**config.mk**
```make
export PLATFORM = sky130hd
export DESIGN_NAME = gpio_port
export DESIGN_NICKNAME = d
export VERILOG_FILES = /design/src/rtl/gpio_port_pkg.sv /design/src/rtl/gpio_port_decode.sv /design/src/rtl/gpio_port_latch.sv /design/src/rtl/gpio_port_sync.sv /design/src/rtl/gpio_port.sv
export SDC_FILE = /design/constraint.sdc
export NUM_CORES = 1
export LEC_CHECK = 0
export BUFFER_PORTS_ARGS = -buffer_cell sky130_fd_sc_hd__buf_2
export CAP_MARGIN = 10
export CORE_MARGIN = 3
export CORE_UTILIZATION = 40
export CTS_CLUSTER_DIAMETER = 30
export CTS_CLUSTER_SIZE = 20
export DETAILED_ROUTE_END_ITERATION = 10
export PLACE_DENSITY = 0.71
export SETUP_SLACK_MARGIN = 0.2
export SLEW_MARGIN = 30
export SYNTH_ARGS = -nofsm -noshare
export SYNTH_HDL_FRONTEND = slang
export SYNTH_SLANG_ARGS = --single-unit
```
**constraint.sdc**
```tcl
create_clock -name clk -period 1.16 [get_ports clk]
set_input_delay 0.058 -clock clk [delete_from_list [all_inputs] [get_ports clk]]
set_output_delay 0.058 -clock clk [all_outputs]
set_load 0.05 [all_outputs]
```
**src/rtl/gpio_port_pkg.sv**
```systemverilog
package gpio_port_pkg;

   // Word-address map of the port; the offsets are fixed by software.
   typedef enum logic [2:0] {
      SEL_LATCH = 3'd0,
      SEL_SET   = 3'd1,
      SEL_CLR   = 3'd2,
      SEL_TGL   = 3'd3,
      SEL_PINS  = 3'd4,
      SEL_DIR   = 3'd5
   } gp_sel_e;

   localparam int unsigned GP_NUM_WORDS = 6;

   // One-hot write actions produced by the decoder.
   typedef struct packed {
      logic load;
      logic set;
      logic clr;
      logic tgl;
      logic dir;
   } gp_wr_t;

endpackage

```
**src/rtl/gpio_port_decode.sv**
```systemverilog
module gpio_port_decode
   import gpio_port_pkg::*;
#(
   parameter int unsigned ADDR_W = 4
) (
   input  logic              wr_en,
   input  logic              rd_en,
   input  logic [ADDR_W-1:0] addr,
   output gp_wr_t            wr,
   output logic              rd_hit,
   output gp_sel_e           rd_sel
);

   logic    in_map;
   gp_sel_e sel;

   assign in_map = (addr < ADDR_W'(GP_NUM_WORDS));
   assign sel    = gp_sel_e'(addr[2:0]);

   always_comb begin
      wr = '0;
      if (wr_en && in_map) begin
         unique case (sel)
            SEL_LATCH: wr.load = 1'b1;
            SEL_SET:   wr.set  = 1'b1;
            SEL_CLR:   wr.clr  = 1'b1;
            SEL_TGL:   wr.tgl  = 1'b1;
            SEL_DIR:   wr.dir  = 1'b1;
            default:   wr      = '0;
         endcase
      end
   end

   assign rd_hit = rd_en && in_map;
   assign rd_sel = sel;

endmodule

```
**src/rtl/gpio_port_latch.sv**
```systemverilog
module gpio_port_latch
   import gpio_port_pkg::*;
#(
   parameter int unsigned N_PINS = 32
) (
   input  logic              clk,
   input  logic              rst_n,
   input  gp_wr_t            wr,
   input  logic [N_PINS-1:0] wbits,
   output logic [N_PINS-1:0] q
);

   logic [N_PINS-1:0] nxt;

   always_comb begin
      nxt = q;
      if (wr.load)     nxt = wbits;
      else if (wr.set) nxt = q | wbits;
      else if (wr.clr) nxt = q & ~wbits;
      else if (wr.tgl) nxt = q ^ wbits;
   end

   always_ff @(posedge clk or negedge rst_n) begin
      if (!rst_n) q <= '0;
      else        q <= nxt;
   end

endmodule

```
**src/rtl/gpio_port_sync.sv**
```systemverilog
module gpio_port_sync #(
   parameter int unsigned N_PINS = 32,
   parameter int unsigned STAGES = 2
) (
   input  logic              clk,
   input  logic              rst_n,
   input  logic [N_PINS-1:0] d,
   output logic [N_PINS-1:0] q
);

   logic [STAGES-1:0][N_PINS-1:0] chain;

   always_ff @(posedge clk or negedge rst_n) begin
      if (!rst_n) chain[0] <= '0;
      else        chain[0] <= d;
   end

   for (genvar s = 1; s < STAGES; s++) begin : g_stage
      always_ff @(posedge clk or negedge rst_n) begin
         if (!rst_n) chain[s] <= '0;
         else        chain[s] <= chain[s-1];
      end
   end

   assign q = chain[STAGES-1];

endmodule

```
**src/rtl/gpio_port.sv**
```systemverilog
module gpio_port
   import gpio_port_pkg::*;
#(
   parameter int unsigned N_PINS      = 32,
   parameter int unsigned DATA_W      = 32,
   parameter int unsigned ADDR_W      = 4,
   parameter int unsigned SYNC_STAGES = 2
) (
   input  logic              clk,
   input  logic              rst_n,
   input  logic              wr_en,
   input  logic              rd_en,
   input  logic [ADDR_W-1:0] addr,
   input  logic [DATA_W-1:0] wdata,
   output logic [DATA_W-1:0] rdata,
   input  logic [N_PINS-1:0] pin_in,
   output logic [N_PINS-1:0] pin_out,
   output logic [N_PINS-1:0] pin_oe
);

   localparam int unsigned MIN_ADDR_W = $clog2(GP_NUM_WORDS);

   if (N_PINS < 1 || N_PINS > DATA_W) begin : g_bad_pins
      $error("gpio_port: N_PINS must lie in 1..DATA_W");
   end
   if (ADDR_W < MIN_ADDR_W || ADDR_W < 3) begin : g_bad_addr
      $error("gpio_port: ADDR_W too narrow for the register map");
   end
   if (SYNC_STAGES < 2) begin : g_bad_sync
      $error("gpio_port: SYNC_STAGES must be at least 2");
   end

   gp_wr_t            wr;
   logic              rd_hit;
   gp_sel_e           rd_sel;
   logic [N_PINS-1:0] wbits;
   logic [N_PINS-1:0] out_q;
   logic [N_PINS-1:0] dir_q;
   logic [N_PINS-1:0] pin_sync;
   logic [DATA_W-1:0] rd_word;

   assign wbits = wdata[N_PINS-1:0];

   gpio_port_decode #(.ADDR_W(ADDR_W)) u_dec (
      .wr_en  (wr_en),
      .rd_en  (rd_en),
      .addr   (addr),
      .wr     (wr),
      .rd_hit (rd_hit),
      .rd_sel (rd_sel)
   );

   gpio_port_latch #(.N_PINS(N_PINS)) u_latch (
      .clk   (clk),
      .rst_n (rst_n),
      .wr    (wr),
      .wbits (wbits),
      .q     (out_q)
   );

   gpio_port_sync #(.N_PINS(N_PINS), .STAGES(SYNC_STAGES)) u_sync (
      .clk   (clk),
      .rst_n (rst_n),
      .d     (pin_in),
      .q     (pin_sync)
   );

   always_ff @(posedge clk or negedge rst_n) begin
      if (!rst_n)      dir_q <= '0;
      else if (wr.dir) dir_q <= wbits;
   end

   always_comb begin
      rd_word = '0;
      if (rd_hit) begin
         case (rd_sel)
            SEL_LATCH: rd_word[N_PINS-1:0] = out_q;
            SEL_PINS:  rd_word[N_PINS-1:0] = pin_sync;
            SEL_DIR:   rd_word[N_PINS-1:0] = dir_q;
            default:   rd_word             = '0;
         endcase
      end
   end

   always_ff @(posedge clk or negedge rst_n) begin
      if (!rst_n) rdata <= '0;
      else        rdata <= rd_word;
   end

   assign pin_out = out_q;
   assign pin_oe  = dir_q;

endmodule

```
### Yosys cells after proc, flatten, opt, wreduce, memory -nomap -nowiden

Cells that the tools add are included.

| operators by class | value |
|---|---|
| magnitude comparators | 1 |
| eq/ne operators | 5 |
| muxes and demuxes | 12 |
| bitwise gates (word level) | 4 |
| reductions and logical operators | 4 |

Operators with widths:

| cell | number |
|---|---|
| 32-bit two-way mux | 5 |
| 32-bit case mux with 3 select lines | 1 |
| 32-bit AND | 1 |
| 32-bit inverter | 1 |
| 32-bit bitwise OR | 1 |
| 32-bit bitwise XOR | 1 |
| 3-bit by 2-bit equality test with 1-bit output, second input constant | 2 |
| 3-bit equality test, second input constant | 2 |
| 1-bit two-way mux | 5 |
| 5-bit two-way mux | 1 |
| 4-bit by 3-bit less-than comparator with 1-bit output, second input constant | 1 |
| 4-bit nonzero test | 1 |
| 3-bit by 1-bit equality test with 1-bit output, second input constant | 1 |
| 3-bit zero test | 1 |
| 1-bit logical AND | 2 |

| word-level totals | value |
|---|---|
| register bits after elaboration | 160 |
| bits of input ports | 72 |
| output and inout bits | 96 |
| word-level logic and storage cells | 31 |

### Longest topological paths before layout

Gate-level depths: netlist of run 1.

| depth | value |
|---|---|
| word-level depth | 7 |
| gate-level depth with buffers | 6 |
| mapped depth without buffers | 5 |

### Hierarchy

Synthesis of run 1 repeated with hierarchy kept, for this count alone.

| unflattened totals | value |
|---|---|
| cells, all modules | 687 |
| area total of the unflattened synthesis | 8,135.3 µm² |

By module, submodules not included:

| module | times used | cells each | area an instance (µm²) | sequential area each (µm²) |
|---|---|---|---|---|
| gpio_port_latch | 1 | 326 | 3,144.3 | 800.8 |
| gpio_port | 1 | 250 | 3,062.9 | 1,601.5 |
| gpio_port_sync | 1 | 96 | 1,841.8 | 1,601.5 |
| gpio_port_decode | 1 | 15 | 86.3 | 0.0 |

### Worst setup path before layout of run 1

OpenSTA, ideal clock, no wires.

| timing | value |
|---|---|
| path kind | reg2reg |
| from | reg u_latch.q[12] |
| to | reg u_latch.q[12] |
| setup time | 0.126 ns |
| data arrival time | 1.402 ns |
| data required time | 1.034 ns |
| setup slack | -0.368 ns |
| cell stages (with the launch flop) | 6 |
| path buffers | 0 |
| clock period less this slack | 1.528 ns |
| cell sequence | dfrtp_1 > inv_1 > ha_1 > mux2_2 > o22ai_1 > a21oi_1 |

| between the ends | value |
|---|---|
| cells in the longest elaborated chain, start to end | 5 |
| elaborated cells on any way between the ends | 7 |
| classes of those cells | 4 x mux; 3 x bitwise |

RTL lines:

| what | line | RTL |
|---|---|---|
| start, declared | gpio_port_latch.sv:10 | `output logic [N_PINS-1:0] q` |
| start signal, assigned | gpio_port_latch.sv:25 | `else q <= nxt;` |
| 32-bit bitwise XOR | gpio_port_latch.sv:20 | `else if (wr.tgl) nxt = q ^ wbits;` |
| 32-bit two-way mux | gpio_port_latch.sv:20 |  |
| 32-bit two-way mux | gpio_port_latch.sv:19 | `else if (wr.clr) nxt = q & ~wbits;` |
| 32-bit two-way mux (*) | gpio_port_latch.sv:18 | `else if (wr.set) nxt = q \| wbits;` |
| 32-bit two-way mux (*) | gpio_port_latch.sv:17 | `if (wr.load) nxt = wbits;` |

Every way passes the cells marked *; elsewhere a longest branch is shown, timed or not. The select of a mux whose other input is x is not followed.
A chain may end at the register's enable or synchronous reset.

### Worst setup path in the final report of run 1

| timing | value |
|---|---|
| from | reg u_latch.q[26] |
| to | reg u_latch.q[26] |

Same word-level chain as after synthesis.

==> impl_metrics.py, run 1 <==
metrics = {
    "sta": {
        "setup_viol_count_final": 41,
        "fmax_mhz": 803.5,
        "hold_viol": 0,
        "tightest_slew_ns": 0.3920,
        "holdWs_ns": 0.01841,
        "report.final.slew_viol_count": 0,
        "timing.final.ws_setup_ns": -0.08463,
        "post-route-min-period_ns": 1.245,
        "rsz0062_at_grt": "true",
        "fin_worst_skew_ns": 0.01042,
        "fin_crit_sh_pct": 107.3,
        "slew_headroom_pct": 73.87,
    },
    "floorplanning": {
        "start_util_pct": 41.64,
        "io_pins": 168,
        "dieArea_um2": 20840,
        "die_h_um": 144.4,
        "rows": 49,
        "coreArea_um2": 18390,
        "fp.dieW_um": 144.4,
    },
    "flow_run": {
        "cap_violations": 0,
    },
    "logic_synthesis": {
        "synth_common_cells": "dfrtp_1 (160), ha_1 (64), inv_1 (64)",
        "synth_cell_types": 28,
        "synthArstFlopShare_pct": 100.0,
        "synth_top_family_by_area": "multiplexers",
        "synth_edf_count": 0,
        "synthesis.area_um2": 7659,
        "synthCells": 621,
        "synth-compound-area-share_pct": 9.508,
        "yosysMostFrequentCell": "dfrtp_1",
        "synth_top_area_cell": "dfrtp_1",
        "yosysWarnings": 0,
        "synthAdderAreaFrac_pct": 10.46,
        "synthTopCellsByArea": "dfrtp_1 (52%), ha_1 (10%), mux2_2 (7.8%), mux2_4 (5.9%), a22oi_1 (3.1%)",
        "synth-main-ff-cell": "dfrtp_1",
        "synth_top_area_share_pct": 52.28,
        "synthesis.nets": 757,
        "yosysSeqAreaShare_pct": 52.28,
        "avgSynthCellArea_um2": 12.33,
        "yosys.area_share.xor_xnor_pct": 0,
        "synth_simple_gate_area_share_pct": 5.800,
        "ys_seq_elements": 160,
        "synthMuxAreaShare_pct": 15.37,
    },
    "critical_path": {
        "cp.arrival_ns": 1.54,
        "cp-end-kind": "register",
        "r2r_end": "u_latch.q[26]",
        "crit_chain": "inv_2 -> ha_4 -> mux2_4 -> o22ai_2 -> a21oi_1",
        "slowest_delay_ns": 0.43,
        "path_delay_family": "flip-flops",
        "r2r_start": "u_latch.q[26]",
        "cp.required_ns": 1.46,
        "critPathLaunchType": "register",
        "cp_max_fo": 3,
        "critPathKind": "reg -> reg",
        "worstRegToRegCells": 5,
        "path_buf_inv": 1,
        "crit_slowest_cell": "dfrtp_2",
        "reg2reg_setup_slack_ns": -0.08,
    },
    "drt": {
        "routed-via-count": 6004,
        "drt_first_pass_iters": 4,
        "via_per_inst": 5.058,
        "antenna_left": 0,
        "drt_iter0_drc": 249,
        "drcViolationCount": 0,
        "routedWlPerCell_um": 19.36,
        "wl_um": 22990,
    },
    "power_and_ir_drop": {
        "total_power_mw": 21.97,
        "p_leak_nw": 5.978,
        "power_density_nw_per_um2": 1731,
        "max-vdd-ir-drop_mv": 1.044,
    },
    "place": {
        "numPlacedInstances": 1032,
        "gp_congestion": 0.7196,
        "dp_hpwl_um": 12830,
        "place_ws_ns": -0.1241,
        "numPortBuffers": 167,
    },
    "finish": {
        "nNetsFinal": 1081,
        "area_delta_synth_final_pct": 65.69,
        "fillers": 1156,
        "post_route_cells_drive_above_1_share_pct": 60.19,
        "final_cells": 1187,
    },
    "hold_path": {
        "holdPathStages": 4,
        "hold_path_startpoint": "wdata[30]",
        "hp-class": "in -> reg",
        "hold-path-endpoint": "u_latch.q[30]",
    },
    "global_route": {
        "grt_pass1_wl_um": 34740,
        "grt_pass1_vias": 6553,
        "grt-ovfl-total": 0,
        "grt_start_max_net_pins": 56,
        "track_usage_pct": 21.61,
        "antenna_found_initial": 1,
    },
    "cts": {
        "clkLatencyLatePin_ns": 0.43,
        "cts.htree.levels": 4,
        "root_buffer": "clkbuf_16",
        "ctsLongestPathBuffers": 2,
        "cts_tree": "built",
        "clk_pin_slew_worst_paths_ns": 0.06,
        "cts_made_buffers": 17,
        "clock_sinks": 160,
    },
    "outcome": {
        "status": "finished with violations",
        "violations": "negative setup slack",
    },
}
-- worst max-delay path by stage --
stage	start	endpoint	slack [ns]	depth (start not counted)
after floorplan	u_latch.q[12]	u_latch.q[12]	-0.22	5
after global placement	u_latch.q[28]	u_latch.q[28]	-0.06	5
after detailed placement	u_latch.q[28]	u_latch.q[28]	-0.12	5
after CTS	u_latch.q[28]	u_latch.q[28]	-0.08	5
after global routing	u_latch.q[3]	u_latch.q[3]	-0.13	5
final	u_latch.q[26]	u_latch.q[26]	-0.08	5
-- state kept, by name, indices dropped and copies added (netlist names) --
name	flops
u_latch.q	32
rdata	32
pin_oe	32
u_sync.chain	32
u_sync.q	32
-- cell usage in the layout, fill, tap and decap left out, drive strengths merged --
| cell type | count |
|---|---|
| nand3 | 1 |
| mux2 | 83 |
| nor3b | 1 |
| nand2 | 19 |
| a22oi | 32 |
| o22ai | 19 |
| clkinvlp | 3 |
| nor2b | 26 |
| nand2b | 1 |
| o221ai | 13 |
| nand4 | 1 |
| clkinv | 2 |
| ha | 64 |
| bufinv | 6 |
| nand4bb | 1 |
| a21oi | 19 |
| nor2 | 34 |
| nor4b | 1 |
| inv | 64 |
| o21ai | 32 |
| clkbuf | 20 |
| buf | 272 |
| dfrtp | 160 |
| diode | 1 |
| dlygate4sd3 | 70 |
| mux2i | 13 |
-- logic make-up after synthesis --
family	Yosys count
DFF	160
AOI/OAI and AO/OA	115
buffers and inverters	101
muxes	96
and+or+nand+nor	85
adders and majority gates	64
-- metal layers --
layer  track usage, %  up-vias  routed length (µm)
li1                 -     2765                   -
met2            38.62      174               12200
met4            7.266        0                 733
met1            25.45     3014                9085
met5                0        -                   0
met3            5.225       51                 962
-- layout make-up --
cell class              count  area [µm²]  share of cell area [%]
diodes                      1       2.502                 0.01972
flip-flops and latches    160        4084                   32.18
clock buffers              20       436.7                   3.441
inverters                  64       240.2                   1.893
well taps                 229       286.5                   2.258
multi-input cells         360        4056                   31.97
repair buffers            342        3371                   26.56
clock inverters            11       212.7                   1.676
-- through the flow --
stage | util, % | area (µm²) | setup TNS [ns]
global placement | 51.19 | 9415 | -1.194
CTS | 65.67 | 12080 | -2.307
global route | 68.99 | 12690 | -3.535
detailed placement | 51.19 | 9415 | -1.942
floorplan | - | 8024 | -4.393
finish | 68.99 | 12690 | -1.850
-- worst register-to-register path, stage by stage (launching register included) --
cell and delay (ns):
dfrtp_2 0.43, inv_2 0.08, ha_4 0.20, mux2_4 0.26, o22ai_2 0.10, a21oi_1 0.06
-- power by group --
group	switching (mW)	internal, mW	leakage [nW]	total [mW]
sequential	0.803	6.34	1.88	7.14
combinational	4.16	4.34	3.79	8.50
clock	2.31	4.02	0.306	6.33
-- timing repair --
action | in CTS | in global routing
endpoints found under the hold margin | 234 | 0
setup endpoints to repair | 159 | 160
pin swaps | 15 | 10
buffers inserted | 14 | 39
hold buffers | 70 | 0
resized for setup | 336 | 61
Power figures use the tool's default switching activity.
==> inputs of run 2 (changes only) <==
--- a/config.mk
+++ b/config.mk
@@ -12,7 +12,9 @@
 export CTS_CLUSTER_DIAMETER = 30
 export CTS_CLUSTER_SIZE = 20
 export DETAILED_ROUTE_END_ITERATION = 10
+export MAX_ROUTING_LAYER = met4
 export PLACE_DENSITY = 0.71
+export RECOVER_POWER = 25
 export SETUP_SLACK_MARGIN = 0.2
 export SLEW_MARGIN = 30
 export SYNTH_ARGS = -nofsm -noshare
==> run 2 against run 1 <==
Net effect:
- first-iteration DRC count shrank 3.2%
- critical path depth is the same
- hold slack lost 0.0015 ns
- utilization shrank 0.12 points
- the run still ends with negative setup slack left
- via count is the same
- register-to-register slack is essentially flat
- design area shrank 0.17%
- global-route usage grew 0.69 points
- sequential share of layout area grew 0.054 points
- sequential power is essentially flat
==> impl_metrics.py, run 2 (synthesized netlist as in run 1, its figures left out) <==
metrics = {
    "outcome": {
        "status": "finished with violations",
        "violations": "negative setup slack",
    },
    "cts": {
        "clock_sinks": 160,
        "cts.htree.levels": 4,
        "cts_tree": "built",
        "clk_pin_slew_worst_paths_ns": 0.06,
        "ctsLongestPathBuffers": 2,
        "cts_made_buffers": 17,
        "root_buffer": "clkbuf_16",
        "clkLatencyLatePin_ns": 0.44,
    },
    "sta": {
        "fin_crit_sh_pct": 107.8,
        "fin_worst_skew_ns": 0.01291,
        "hold_viol": 0,
        "slew_headroom_pct": 62.12,
        "fmax_mhz": 800.0,
        "report.final.slew_viol_count": 0,
        "timing.final.ws_setup_ns": -0.08998,
        "holdWs_ns": 0.01695,
        "rsz0062_at_grt": "true",
        "post-route-min-period_ns": 1.250,
        "setup_viol_count_final": 41,
        "tightest_slew_ns": 0.5682,
        "tns_ns": -1.896,
    },
    "place": {
        "dp_hpwl_um": 12830,
        "dpl_cell_area_um2": 9415,
        "gp_congestion": 0.7280,
        "numPortBuffers": 167,
        "numPlacedInstances": 1032,
        "place_ws_ns": -0.1241,
    },
    "power_and_ir_drop": {
        "power_density_nw_per_um2": 1735,
        "total_power_mw": 21.98,
        "p_leak_nw": 5.966,
        "max-vdd-ir-drop_mv": 1.041,
    },
    "critical_path": {
        "cp-end-kind": "register",
        "path_delay_family": "flip-flops",
        "critPathLaunchType": "register",
        "crit_chain": "inv_2 -> ha_4 -> mux2_4 -> o22ai_2 -> a21oi_1",
        "crit_slowest_cell": "dfrtp_2",
        "cp_max_fo": 3,
        "critPathKind": "reg -> reg",
        "slowest_delay_ns": 0.43,
        "cp.arrival_ns": 1.55,
        "path_buf_inv": 1,
        "cp.required_ns": 1.46,
    },
    "drt": {
        "dr_wl_met2_um": 12390,
        "routedWlPerCell_um": 19.40,
        "drt_iter0_drc": 241,
        "highest_layer": "met4",
        "wl_um": 23020,
        "routed-via-count": 6004,
        "drt-met1-wl_um": 9084,
        "drcViolationCount": 0,
        "dr_wl_met3_um": 913,
        "via_per_inst": 5.058,
        "drt_first_pass_iters": 4,
        "antenna_left": 0,
    },
    "finish": {
        "final_cell_area_um2": 12670,
        "layout_common_cells": "dfrtp_1 (96), mux2_4 (81), buf_4 (78), dlygate4sd3_1 (70), buf_2 (67)",
        "nNetsFinal": 1081,
        "finish.utilization_pct": 68.88,
        "final_cells": 1187,
        "area_delta_synth_final_pct": 65.41,
        "post_route_cells_drive_above_1_share_pct": 59.98,
        "layout_commonest_cell": "dfrtp_1",
    },
    "global_route": {
        "track_usage_pct": 22.31,
        "grt_pass1_vias": 6534,
        "grt_pass1_wl_um": 34770,
        "grt_start_max_net_pins": 56,
        "grt-ovfl-total": 0,
        "antenna_found_initial": 1,
    },
    "floorplanning": {
        "dieArea_um2": 20840,
        "coreArea_um2": 18390,
        "start_util_pct": 41.64,
        "rows": 49,
        "die_h_um": 144.4,
        "io_pins": 168,
        "fp.dieW_um": 144.4,
    },
    "hold_path": {
        "hp-class": "in -> reg",
    },
    "flow_run": {
        "cap_violations": 0,
    },
}
[run 2: cell count changes in the layout (fill, tap and decap cells not counted), sizes merged]
| cell | delta |
|---|---|
| clkbuf | +3 |
| buf | -3 |
[run 2: worst min-delay path, delay by kind of cell]
| family | cells | cell delay, ns |
|---|---|---|
| simple gates | 1 | 0.13 |
| compound gates | 2 | 0.12 |
| buf+inv | 1 | 0.10 |
[run 2: worst paths after layout]
path,start,end,slack [ns],depth (start not counted)
min in group asynchronous,rst_n,rdata[25],0.16,2
setup / recovery,u_latch.q[26],u_latch.q[26],-0.09,5
hold reg to reg,u_sync.chain[27],u_sync.q[27],0.34,0
setup reg to reg,u_latch.q[26],u_latch.q[26],-0.09,5
hold / removal,wdata[30],u_latch.q[30],0.02,4
max in group asynchronous,rst_n,u_latch.q[15],0.12,3
[run 2: report_power, final]
group | internal, mW | total [mW] | switching [mW]
combinational | 4.33 | 8.49 | 4.16
sequential | 6.34 | 7.15 | 0.805
clock | 4.02 | 6.35 | 2.33
[run 2: layout make-up]
class | instances | area, µm²
sequential | 160 | 4084
fill | 1162 | 5724
clock buffer | 20 | 436.7
antenna | 1 | 2.502
timing repair buffer | 342 | 3349
multi-input combinational | 360 | 4056
tap | 229 | 286.5
clock inverter | 11 | 212.7
inverter | 64 | 240.2
[run 2: metal layers]
metal	up-vias	global-route usage, %
li1	2765	-
met4	0	7.266
met3	40	5.093
met5	-	-
met2	163	38.72
met1	3036	25.57
[run 2: what timing repair did]
action / CTS / global route
gates resized for setup: 336 / 61
endpoints found under the setup margin: 159 / 160
setup buffers: 14 / 39
hold buffers: 70 / 0
hold endpoints to repair: 234 / 0
pin swaps: 15 / 10
